$ cat src/rtl/prog_seq_pkg.sv
package prog_seq_pkg;
  timeunit 1ns;
  timeprecision 1ps;

  typedef enum logic [1:0] {
    OP_EXEC  = 2'd0,
    OP_READ  = 2'd1,
    OP_FLUSH = 2'd2,
    OP_ENTER = 2'd3
  } op_e;

  typedef enum logic [2:0] {ST_IDLE, ST_GAP0, ST_KEY, ST_GAP1, ST_SHIFT} st_e;
  typedef enum logic [2:0] {SEG_PRE, SEG_CODE, SEG_WORD, SEG_PAD, SEG_RD} seg_e;
  typedef enum logic [1:0] {PH_IDLE, PH_HIGH, PH_LOW} ph_e;

  localparam int unsigned CODE_W      = 4;
  localparam int unsigned WORD_W      = 24;
  localparam int unsigned RD_W        = 16;
  localparam int unsigned PAD_N       = 8;
  localparam int unsigned KEY_W       = 32;
  localparam int unsigned FIRST_EXTRA = 3;

  localparam logic [CODE_W-1:0] CODE_EXEC = 4'b0000;
  localparam logic [CODE_W-1:0] CODE_READ = 4'b0001;
endpackage

$ cat src/rtl/prog_tick_gen.sv
module prog_tick_gen #(
  parameter int unsigned DIV_W = 8
) (
  input  logic             clk_i,
  input  logic             rst_ni,
  input  logic             run_i,
  input  logic [DIV_W-1:0] div_i,
  output logic             tick_o
);
  timeunit 1ns;
  timeprecision 1ps;

  logic [DIV_W-1:0] cnt_q;

  assign tick_o = run_i && (cnt_q == div_i);

  always_ff @(posedge clk_i or negedge rst_ni) begin
    if (!rst_ni)                cnt_q <= '0;
    else if (!run_i || tick_o)  cnt_q <= '0;
    else                        cnt_q <= cnt_q + 1'b1;
  end
endmodule

$ cat src/rtl/prog_bit_phy.sv
module prog_bit_phy
  import prog_seq_pkg::*;
#(
  parameter int unsigned DIV_W = 8
) (
  input  logic             clk_i,
  input  logic             rst_ni,
  input  logic [DIV_W-1:0] div_i,
  input  logic             bit_valid_i,
  input  logic             bit_data_i,
  input  logic             bit_drive_i,
  output logic             bit_ready_o,
  output logic             bit_done_o,
  output logic             fall_o,
  output logic             rx_o,
  output logic             prog_clk_o,
  output logic             prog_dat_o,
  output logic             prog_dat_oe_o,
  input  logic             prog_dat_i
);
  timeunit 1ns;
  timeprecision 1ps;

  ph_e  ph_q;
  logic tick;

  prog_tick_gen #(.DIV_W(DIV_W)) u_tick (
    .clk_i  (clk_i),
    .rst_ni (rst_ni),
    .run_i  (ph_q != PH_IDLE),
    .div_i  (div_i),
    .tick_o (tick)
  );

  assign bit_ready_o = (ph_q == PH_IDLE);
  assign bit_done_o  = (ph_q == PH_LOW) && tick;

  always_ff @(posedge clk_i or negedge rst_ni) begin
    if (!rst_ni) begin
      ph_q          <= PH_IDLE;
      prog_clk_o    <= 1'b0;
      prog_dat_o    <= 1'b0;
      prog_dat_oe_o <= 1'b1;
      fall_o        <= 1'b0;
      rx_o          <= 1'b0;
    end else begin
      fall_o <= 1'b0;
      case (ph_q)
        PH_IDLE: if (bit_valid_i) begin
          ph_q          <= PH_HIGH;
          prog_clk_o    <= 1'b1;
          prog_dat_o    <= bit_drive_i & bit_data_i;
          prog_dat_oe_o <= bit_drive_i;
        end
        PH_HIGH: if (tick) begin
          ph_q       <= PH_LOW;
          prog_clk_o <= 1'b0;
          fall_o     <= 1'b1;
          rx_o       <= prog_dat_i;  // target data valid at our falling edge
        end
        PH_LOW: if (tick) ph_q <= PH_IDLE;
        default: ph_q <= PH_IDLE;
      endcase
    end
  end


  pgd_hold_chk: assert property (@(posedge clk_i) disable iff (!rst_ni)
    (prog_clk_o && $past(prog_clk_o)) |-> ($stable(prog_dat_o) && $stable(prog_dat_oe_o)));


  fall_seen_chk: assert property (@(posedge clk_i) disable iff (!rst_ni)
    fall_o |-> (!prog_clk_o && $past(prog_clk_o)));
endmodule

$ cat src/rtl/prog_seq_ctrl.sv
module prog_seq_ctrl
  import prog_seq_pkg::*;
#(
  parameter int unsigned       GAP_W = 8,
  parameter logic [KEY_W-1:0]  KEY   = 32'hA5C3_0F96
) (
  input  logic              clk_i,
  input  logic              rst_ni,
  input  logic [GAP_W-1:0]  gap_i,
  input  logic              cmd_valid_i,
  input  op_e               cmd_op_i,
  input  logic [WORD_W-1:0] cmd_word_i,
  output logic              cmd_ready_o,
  output logic              rsp_valid_o,
  output logic [RD_W-1:0]   rsp_data_o,
  output logic              bit_valid_o,
  output logic              bit_data_o,
  output logic              bit_drive_o,
  input  logic              bit_done_i,
  input  logic              fall_i,
  input  logic              rx_i,
  output logic              tgt_rst_no
);
  timeunit 1ns;
  timeprecision 1ps;

  localparam int unsigned CNT_W = $clog2(KEY_W);

  st_e               st_q;
  seg_e              seg_q, seg_nxt;
  logic              seg_end;
  op_e               op_q;
  logic [WORD_W-1:0] word_q;
  logic [KEY_W-1:0]  sh_q;
  logic [CNT_W-1:0]  cnt_q;
  logic [GAP_W-1:0]  gap_q;
  logic              first_pend_q;
  logic [RD_W-1:0]   rd_q, rd_shift;

  function automatic logic [KEY_W-1:0] seg_sh(seg_e s, op_e o, logic [WORD_W-1:0] w);
    case (s)
      SEG_CODE: return KEY_W'((o == OP_READ) ? CODE_READ : CODE_EXEC);
      SEG_WORD: return KEY_W'(w);
      default:  return '0;
    endcase
  endfunction

  // bit count minus one per segment
  function automatic logic [CNT_W-1:0] seg_len(seg_e s, op_e o);
    case (s)
      SEG_PRE:  return (o == OP_EXEC) ? CNT_W'(FIRST_EXTRA - 1)
                                      : CNT_W'(FIRST_EXTRA + CODE_W + WORD_W - 1);
      SEG_CODE: return CNT_W'(CODE_W - 1);
      SEG_WORD: return CNT_W'(WORD_W - 1);
      SEG_PAD:  return CNT_W'(PAD_N - 1);
      default:  return CNT_W'(RD_W - 1);
    endcase
  endfunction

  always_comb begin
    seg_nxt = SEG_CODE;
    seg_end = 1'b0;
    case (seg_q)
      SEG_PRE:  seg_nxt = SEG_CODE;
      SEG_CODE: begin
        if (op_q == OP_EXEC)      seg_nxt = SEG_WORD;
        else if (op_q == OP_READ) seg_nxt = SEG_PAD;
        else                      seg_end = 1'b1;
      end
      SEG_PAD:  seg_nxt = SEG_RD;
      default:  seg_end = 1'b1;
    endcase
  end

  assign rd_shift    = {rx_i, rd_q[RD_W-1:1]};
  assign cmd_ready_o = (st_q == ST_IDLE);
  assign bit_valid_o = (st_q == ST_KEY) || (st_q == ST_SHIFT);
  assign bit_data_o  = (st_q == ST_KEY) ? sh_q[KEY_W-1] : sh_q[0];
  assign bit_drive_o = !((st_q == ST_SHIFT) && (seg_q == SEG_RD));

  always_ff @(posedge clk_i or negedge rst_ni) begin
    if (!rst_ni) begin
      st_q         <= ST_IDLE;
      seg_q        <= SEG_PRE;
      op_q         <= OP_EXEC;
      word_q       <= '0;
      sh_q         <= '0;
      cnt_q        <= '0;
      gap_q        <= '0;
      first_pend_q <= 1'b1;
      tgt_rst_no   <= 1'b0;
      rd_q         <= '0;
      rsp_valid_o  <= 1'b0;
      rsp_data_o   <= '0;
    end else begin
      rsp_valid_o <= 1'b0;
      case (st_q)
        ST_IDLE: if (cmd_valid_i) begin
          if (cmd_op_i == OP_ENTER) begin
            tgt_rst_no   <= 1'b0;
            first_pend_q <= 1'b1;
            gap_q        <= gap_i;
            st_q         <= ST_GAP0;
          end else begin
            op_q   <= cmd_op_i;
            word_q <= cmd_word_i;
            st_q   <= ST_SHIFT;
            if (first_pend_q) begin
              first_pend_q <= 1'b0;
              seg_q        <= SEG_PRE;
              sh_q         <= '0;
              cnt_q        <= seg_len(SEG_PRE, cmd_op_i);
            end else begin
              seg_q <= SEG_CODE;
              sh_q  <= seg_sh(SEG_CODE, cmd_op_i, cmd_word_i);
              cnt_q <= seg_len(SEG_CODE, cmd_op_i);
            end
          end
        end
        ST_GAP0: begin
          if (gap_q == '0) begin
            st_q  <= ST_KEY;
            sh_q  <= KEY;
            cnt_q <= CNT_W'(KEY_W - 1);
          end else gap_q <= gap_q - 1'b1;
        end
        ST_KEY: begin
          // release target reset right after the last key falling edge
          if (fall_i && cnt_q == '0) tgt_rst_no <= 1'b1;
          if (bit_done_i) begin
            if (cnt_q == '0) begin
              st_q  <= ST_GAP1;
              gap_q <= gap_i;
            end else begin
              cnt_q <= cnt_q - 1'b1;
              sh_q  <= sh_q << 1;
            end
          end
        end
        ST_GAP1: begin
          if (gap_q == '0) st_q <= ST_IDLE;
          else             gap_q <= gap_q - 1'b1;
        end
        ST_SHIFT: if (bit_done_i) begin
          if (seg_q == SEG_RD) rd_q <= rd_shift;
          if (cnt_q != '0) begin
            cnt_q <= cnt_q - 1'b1;
            sh_q  <= sh_q >> 1;
          end else if (seg_end) begin
            st_q <= ST_IDLE;
            if (seg_q == SEG_RD) begin
              rsp_valid_o <= 1'b1;
              rsp_data_o  <= rd_shift;
            end
          end else begin
            seg_q <= seg_nxt;
            sh_q  <= seg_sh(seg_nxt, op_q, word_q);
            cnt_q <= seg_len(seg_nxt, op_q);
          end
        end
        default: st_q <= ST_IDLE;
      endcase
    end
  end


  rsp_pulse_chk: assert property (@(posedge clk_i) disable iff (!rst_ni)
    rsp_valid_o |=> !rsp_valid_o);


  mclr_key_chk: assert property (@(posedge clk_i) disable iff (!rst_ni)
    (st_q == ST_KEY && bit_done_i && cnt_q != '0) |-> !tgt_rst_no);
endmodule

$ cat src/rtl/prog_seq.sv
module prog_seq
  import prog_seq_pkg::*;
#(
  parameter int unsigned      DIV_W = 8,
  parameter int unsigned      GAP_W = 8,
  parameter logic [31:0]      KEY   = 32'hA5C3_0F96
) (
  input  logic             clk_i,
  input  logic             rst_ni,
  input  logic [DIV_W-1:0] cfg_div_i,
  input  logic [GAP_W-1:0] cfg_gap_i,
  input  logic             cmd_valid_i,
  output logic             cmd_ready_o,
  input  logic [1:0]       cmd_op_i,
  input  logic [23:0]      cmd_word_i,
  output logic             rsp_valid_o,
  output logic [15:0]      rsp_data_o,
  output logic             prog_clk_o,
  output logic             prog_dat_o,
  output logic             prog_dat_oe_o,
  input  logic             prog_dat_i,
  output logic             tgt_rst_no
);
  timeunit 1ns;
  timeprecision 1ps;

  logic bit_valid, bit_data, bit_drive, bit_ready, bit_done, fall, rx;

  prog_seq_ctrl #(.GAP_W(GAP_W), .KEY(KEY)) u_ctrl (
    .clk_i       (clk_i),
    .rst_ni      (rst_ni),
    .gap_i       (cfg_gap_i),
    .cmd_valid_i (cmd_valid_i),
    .cmd_op_i    (op_e'(cmd_op_i)),
    .cmd_word_i  (cmd_word_i),
    .cmd_ready_o (cmd_ready_o),
    .rsp_valid_o (rsp_valid_o),
    .rsp_data_o  (rsp_data_o),
    .bit_valid_o (bit_valid),
    .bit_data_o  (bit_data),
    .bit_drive_o (bit_drive),
    .bit_done_i  (bit_done),
    .fall_i      (fall),
    .rx_i        (rx),
    .tgt_rst_no  (tgt_rst_no)
  );

  prog_bit_phy #(.DIV_W(DIV_W)) u_phy (
    .clk_i         (clk_i),
    .rst_ni        (rst_ni),
    .div_i         (cfg_div_i),
    .bit_valid_i   (bit_valid),
    .bit_data_i    (bit_data),
    .bit_drive_i   (bit_drive),
    .bit_ready_o   (bit_ready),
    .bit_done_o    (bit_done),
    .fall_o        (fall),
    .rx_o          (rx),
    .prog_clk_o    (prog_clk_o),
    .prog_dat_o    (prog_dat_o),
    .prog_dat_oe_o (prog_dat_oe_o),
    .prog_dat_i    (prog_dat_i)
  );


  ready_quiet_chk: assert property (@(posedge clk_i) disable iff (!rst_ni)
    cmd_ready_o |-> (!prog_clk_o && bit_ready));


  mclr_rise_chk: assert property (@(posedge clk_i) disable iff (!rst_ni)
    $rose(tgt_rst_no) |-> (!prog_clk_o && $past(fall)));
endmodule

$ cat config.mk
export PLATFORM = sky130hd
export DESIGN_NAME = prog_seq
export DESIGN_NICKNAME = d
export VERILOG_FILES = /design/src/rtl/prog_seq_pkg.sv /design/src/rtl/prog_tick_gen.sv /design/src/rtl/prog_bit_phy.sv /design/src/rtl/prog_seq_ctrl.sv /design/src/rtl/prog_seq.sv
export SDC_FILE = /design/constraint.sdc
export NUM_CORES = 1
export LEC_CHECK = 0
export BUFFER_PORTS_ARGS = -buffer_cell sky130_fd_sc_hd__buf_2
export CORE_UTILIZATION = 55
export CTS_CLUSTER_DIAMETER = 50
export DETAILED_ROUTE_END_ITERATION = 10
export MAX_ROUTING_LAYER = met4
export PLACE_DENSITY = 0.8
export SLEW_MARGIN = 20
export SYNTH_ARGS = -nofsm -noshare
export SYNTH_HDL_FRONTEND = slang
export SYNTH_SLANG_ARGS = --single-unit
$ cat constraint.sdc
create_clock -name clk_i -period 3 [get_ports clk_i]
set_clock_uncertainty 0.15 [all_clocks]
set_input_delay 0.3 -clock clk_i [delete_from_list [all_inputs] [get_ports clk_i]]
set_output_delay 0.3 -clock clk_i [all_outputs]
set_load 0.01 [all_outputs]
==> flow_summary.toml <==
[place]
gp_congestion = 0.885
hpwl_mm = 9.31
dp_cells = 782
port_buffers = 67

[critical_path]
path_cells = "inv_1 > ha_1 > or4b_1 > o21ai_0 > nand3_1 > nand3_2 > buf_12 > mux2_2"
cp.arrival_ns = 2.92
crit_path_max_incr_delay_ns = 0.70
critPathSlowestCell = "or4b_1"
cp-end-kind = "register"
cp-start-kind = "register"
crit_type = "reg2reg"
worstPathRequired_ns = 3.15
crit_fanout = 37

[run_status]
status = "completed"

[logic_synthesis]
syn-num-nets = 641
syn_inst = 591
synth_edf_count = 0
synth_seq_area_share = 0.509
synthMostInstantiatedCell = "dfrtp_1"
synth_top_area_share = 0.500
syn_avg_cell_area_um2 = 10.5
synth_ff_type = "dfrtp_1"
synth_warnings = 0
yosys.cell_types.count = 65
synth_top_area_cell = "dfrtp_1"
synth.area.top_cells = "dfrtp_1 (50%), mux2_2 (7.8%), nand2_1 (7.3%)"
synth_commonest_cells = "dfrtp_1 (124), nand2_1 (121), mux2_2 (43), nor2_1 (27), clkbuf_1 (20)"
async_flop_share = 1.00
synth_area_mm2 = 0.00620
synth-seq-cells = 126

[power]
powerDensity_mw_per_mm2 = 555
power.leakage_nw = 3.70
peakVddDrop_v = 0.000608

[global_routing]
grt_max_degree = 56
overflow = 0
grt_pass1_wl_mm = 24.4
grt_pass1_vias = 5010
grt.total_usage = 0.281
antenna_found_initial = 0

[cells_and_area]
final_cells = 840
num_antenna_cells = 0
multiInputGateArea_mm2 = 0.00284
drive_gt1_frac = 0.256
fin_util = 0.692
syn2layout_area_growth_pct = 22.0
regArea_mm2 = 0.00316
n_fill_cell = 798
final_net_count = 737

[die]
core_area_mm2 = 0.0109
rows = 38
die-area_mm2 = 0.0117
start_util = 0.567
fp.dieW_um = 108
ios = 68
die_y_um = 108

[drt]
routed-wl-met2_mm = 7.31
ant_nets = 0
wl_met1_mm = 6.12
drt_iter0_markers = 453
first_pass_iters = 5
routed_wl_mm = 14.6
num_vias = 5034
drcViolationCount = 0
via_per_inst = 5.99
wl_met3_um = 826
highest_layer = "met4"
wl_per_cell_um = 17.3

[clock_tree]
clock_sinks = 126
cts_resized = 0
cts_root_buf = "clkbuf_16"
clockBufferDepth = 2
insertion_delay_ns = 0.42
cts_buffers = 17
h-tree-depth = 4
cts_tree = "built"
clk_pin_slew_ns = 0.06

[sta]
rsz0062_at_grt = "no"
worstMarginPinSlew_ns = 0.691
hold_viol = 0
setup-tns-final_ns = 0
drv_slew = 0
min_period_ns = 2.77
setup_viol = 0
min_period_over_period = 0.923
timing.fmax_mhz = 361
slew_headroom = 0.539

[run]
maxCapViolations = 0

[worst_hold_path]
hold_path.class = "in2reg"
-- sequential cells by signal (all words and copies together), names as in the netlist --
register and flops:
u_ctrl.cnt_q 5, u_ctrl.first_pend_q 1, u_ctrl.gap_q 8, u_ctrl.op_q 2
u_ctrl.rd_q 15, u_ctrl.rsp_data_o 16, u_ctrl.rsp_valid_o 1, u_ctrl.seg_q 3
u_ctrl.sh_q 32, u_ctrl.st_q 3, u_ctrl.tgt_rst_no 1, u_ctrl.word_q 24
u_phy.fall_o 1, u_phy.ph_q 2, u_phy.prog_clk_o 1, u_phy.prog_dat_o 1
u_phy.prog_dat_oe_o 1, u_phy.rx_o 1, u_phy.u_tick.cnt_q 8
-- power by group --
part	switching (W)	internal, W	leakage, nW
logic	0.000188	0.000166	1.72
clock network	0.000753	0.00126	0.289
registers	0.0000656	0.00176	1.69
-- placed cells by master, fill, tap and decap left out, drive strengths merged, types with 9 or more instances in the layout --
master and instances:
buf 84, dlygate4sd3 26, nand3 12, nor2 28
nand2 121, mux2 54, a221oi 12, dfrtp 124
o31ai 14, clkbuf 19, inv 13, xnor2 11
a21oi 10, o21ai 31, a222oi 11, nor3 9
-- metrics by stage --
stage          hold WS (ns)  setup WS, ns  total power [W]  cell area (um2)
4_1_cts             0.00679         0.246          0.00423             7570
3_3_place_gp          0.229         0.407          0.00216             6720
5_1_grt              0.0258         0.131          0.00435             7570
3_5_place_dp          0.245         0.285          0.00218             6720
2_1_floorplan        -0.146         0.601          0.00205             6200
6_report             0.0146         0.231          0.00420             7570
-- layout make-up --
class | instances | area share
Tap cell | 140 | 0.0231
Clock buffer | 19 | 0.0599
Timing Repair Buffer | 110 | 0.101
Multi-Input combinational cell | 420 | 0.375
Sequential cell | 126 | 0.417
Inverter | 12 | 0.00595
Clock inverter | 13 | 0.0184
-- routing by layer --
metal  track usage  vias to the layer above
met1         0.340                     2488
met3        0.0633                       35
met4         0.126                        0
met2         0.449                      172
met5             -                        -
li1              -                     2339
-- critical path: cells and delay by family, from the launching register on --
kind | cells | cell delay, ns
AO/OA/AOI/OAI | 1 | 0.20
buffers and inverters | 2 | 0.31
multiplexers | 1 | 0.36
adder cells (fa/ha/maj) | 1 | 0.24
AND/OR/NAND/NOR | 3 | 0.95
flip-flops | 1 | 0.40
-- cell families (layout without fill, tap and decap cells) --
kind of cell               count (synthesis)  after routing  share of synthesized area
AOI/OAI and AO/OA                        119            119                      0.142
xor gates and xnor gates                  17             17                     0.0240
adders and majority gates                  4              4                    0.00807
buffers and inverters                     45            154                     0.0353
DFF                                      126            126                      0.509
muxes                                     59             59                      0.106
and+or+nand+nor                          221            221                      0.176
-- what timing repair did --
action | in CTS | in global routing
hold buffers | 26 | 0
hold endpoints to repair | 78 | 0
setup buffers | 0 | 0
-- worst paths after layout --
kind,startpoint,end,depth (start not counted),slack [ns]
max,u_ctrl.cnt_q[0],u_ctrl.sh_q[2],8,0.23
min,cfg_gap_i[2],u_ctrl.gap_q[2],3,0.01
max reg2reg,u_ctrl.cnt_q[0],u_ctrl.sh_q[2],8,0.23
min reg2reg,u_ctrl.word_q[12],u_ctrl.word_q[12],2,0.34
max in group asynchronous,rst_ni,u_ctrl.word_q[17],4,1.46
min in group asynchronous,rst_ni,u_phy.u_tick.cnt_q[0],2,0.33
No activity file was read; power rests on OpenSTA's default activity.
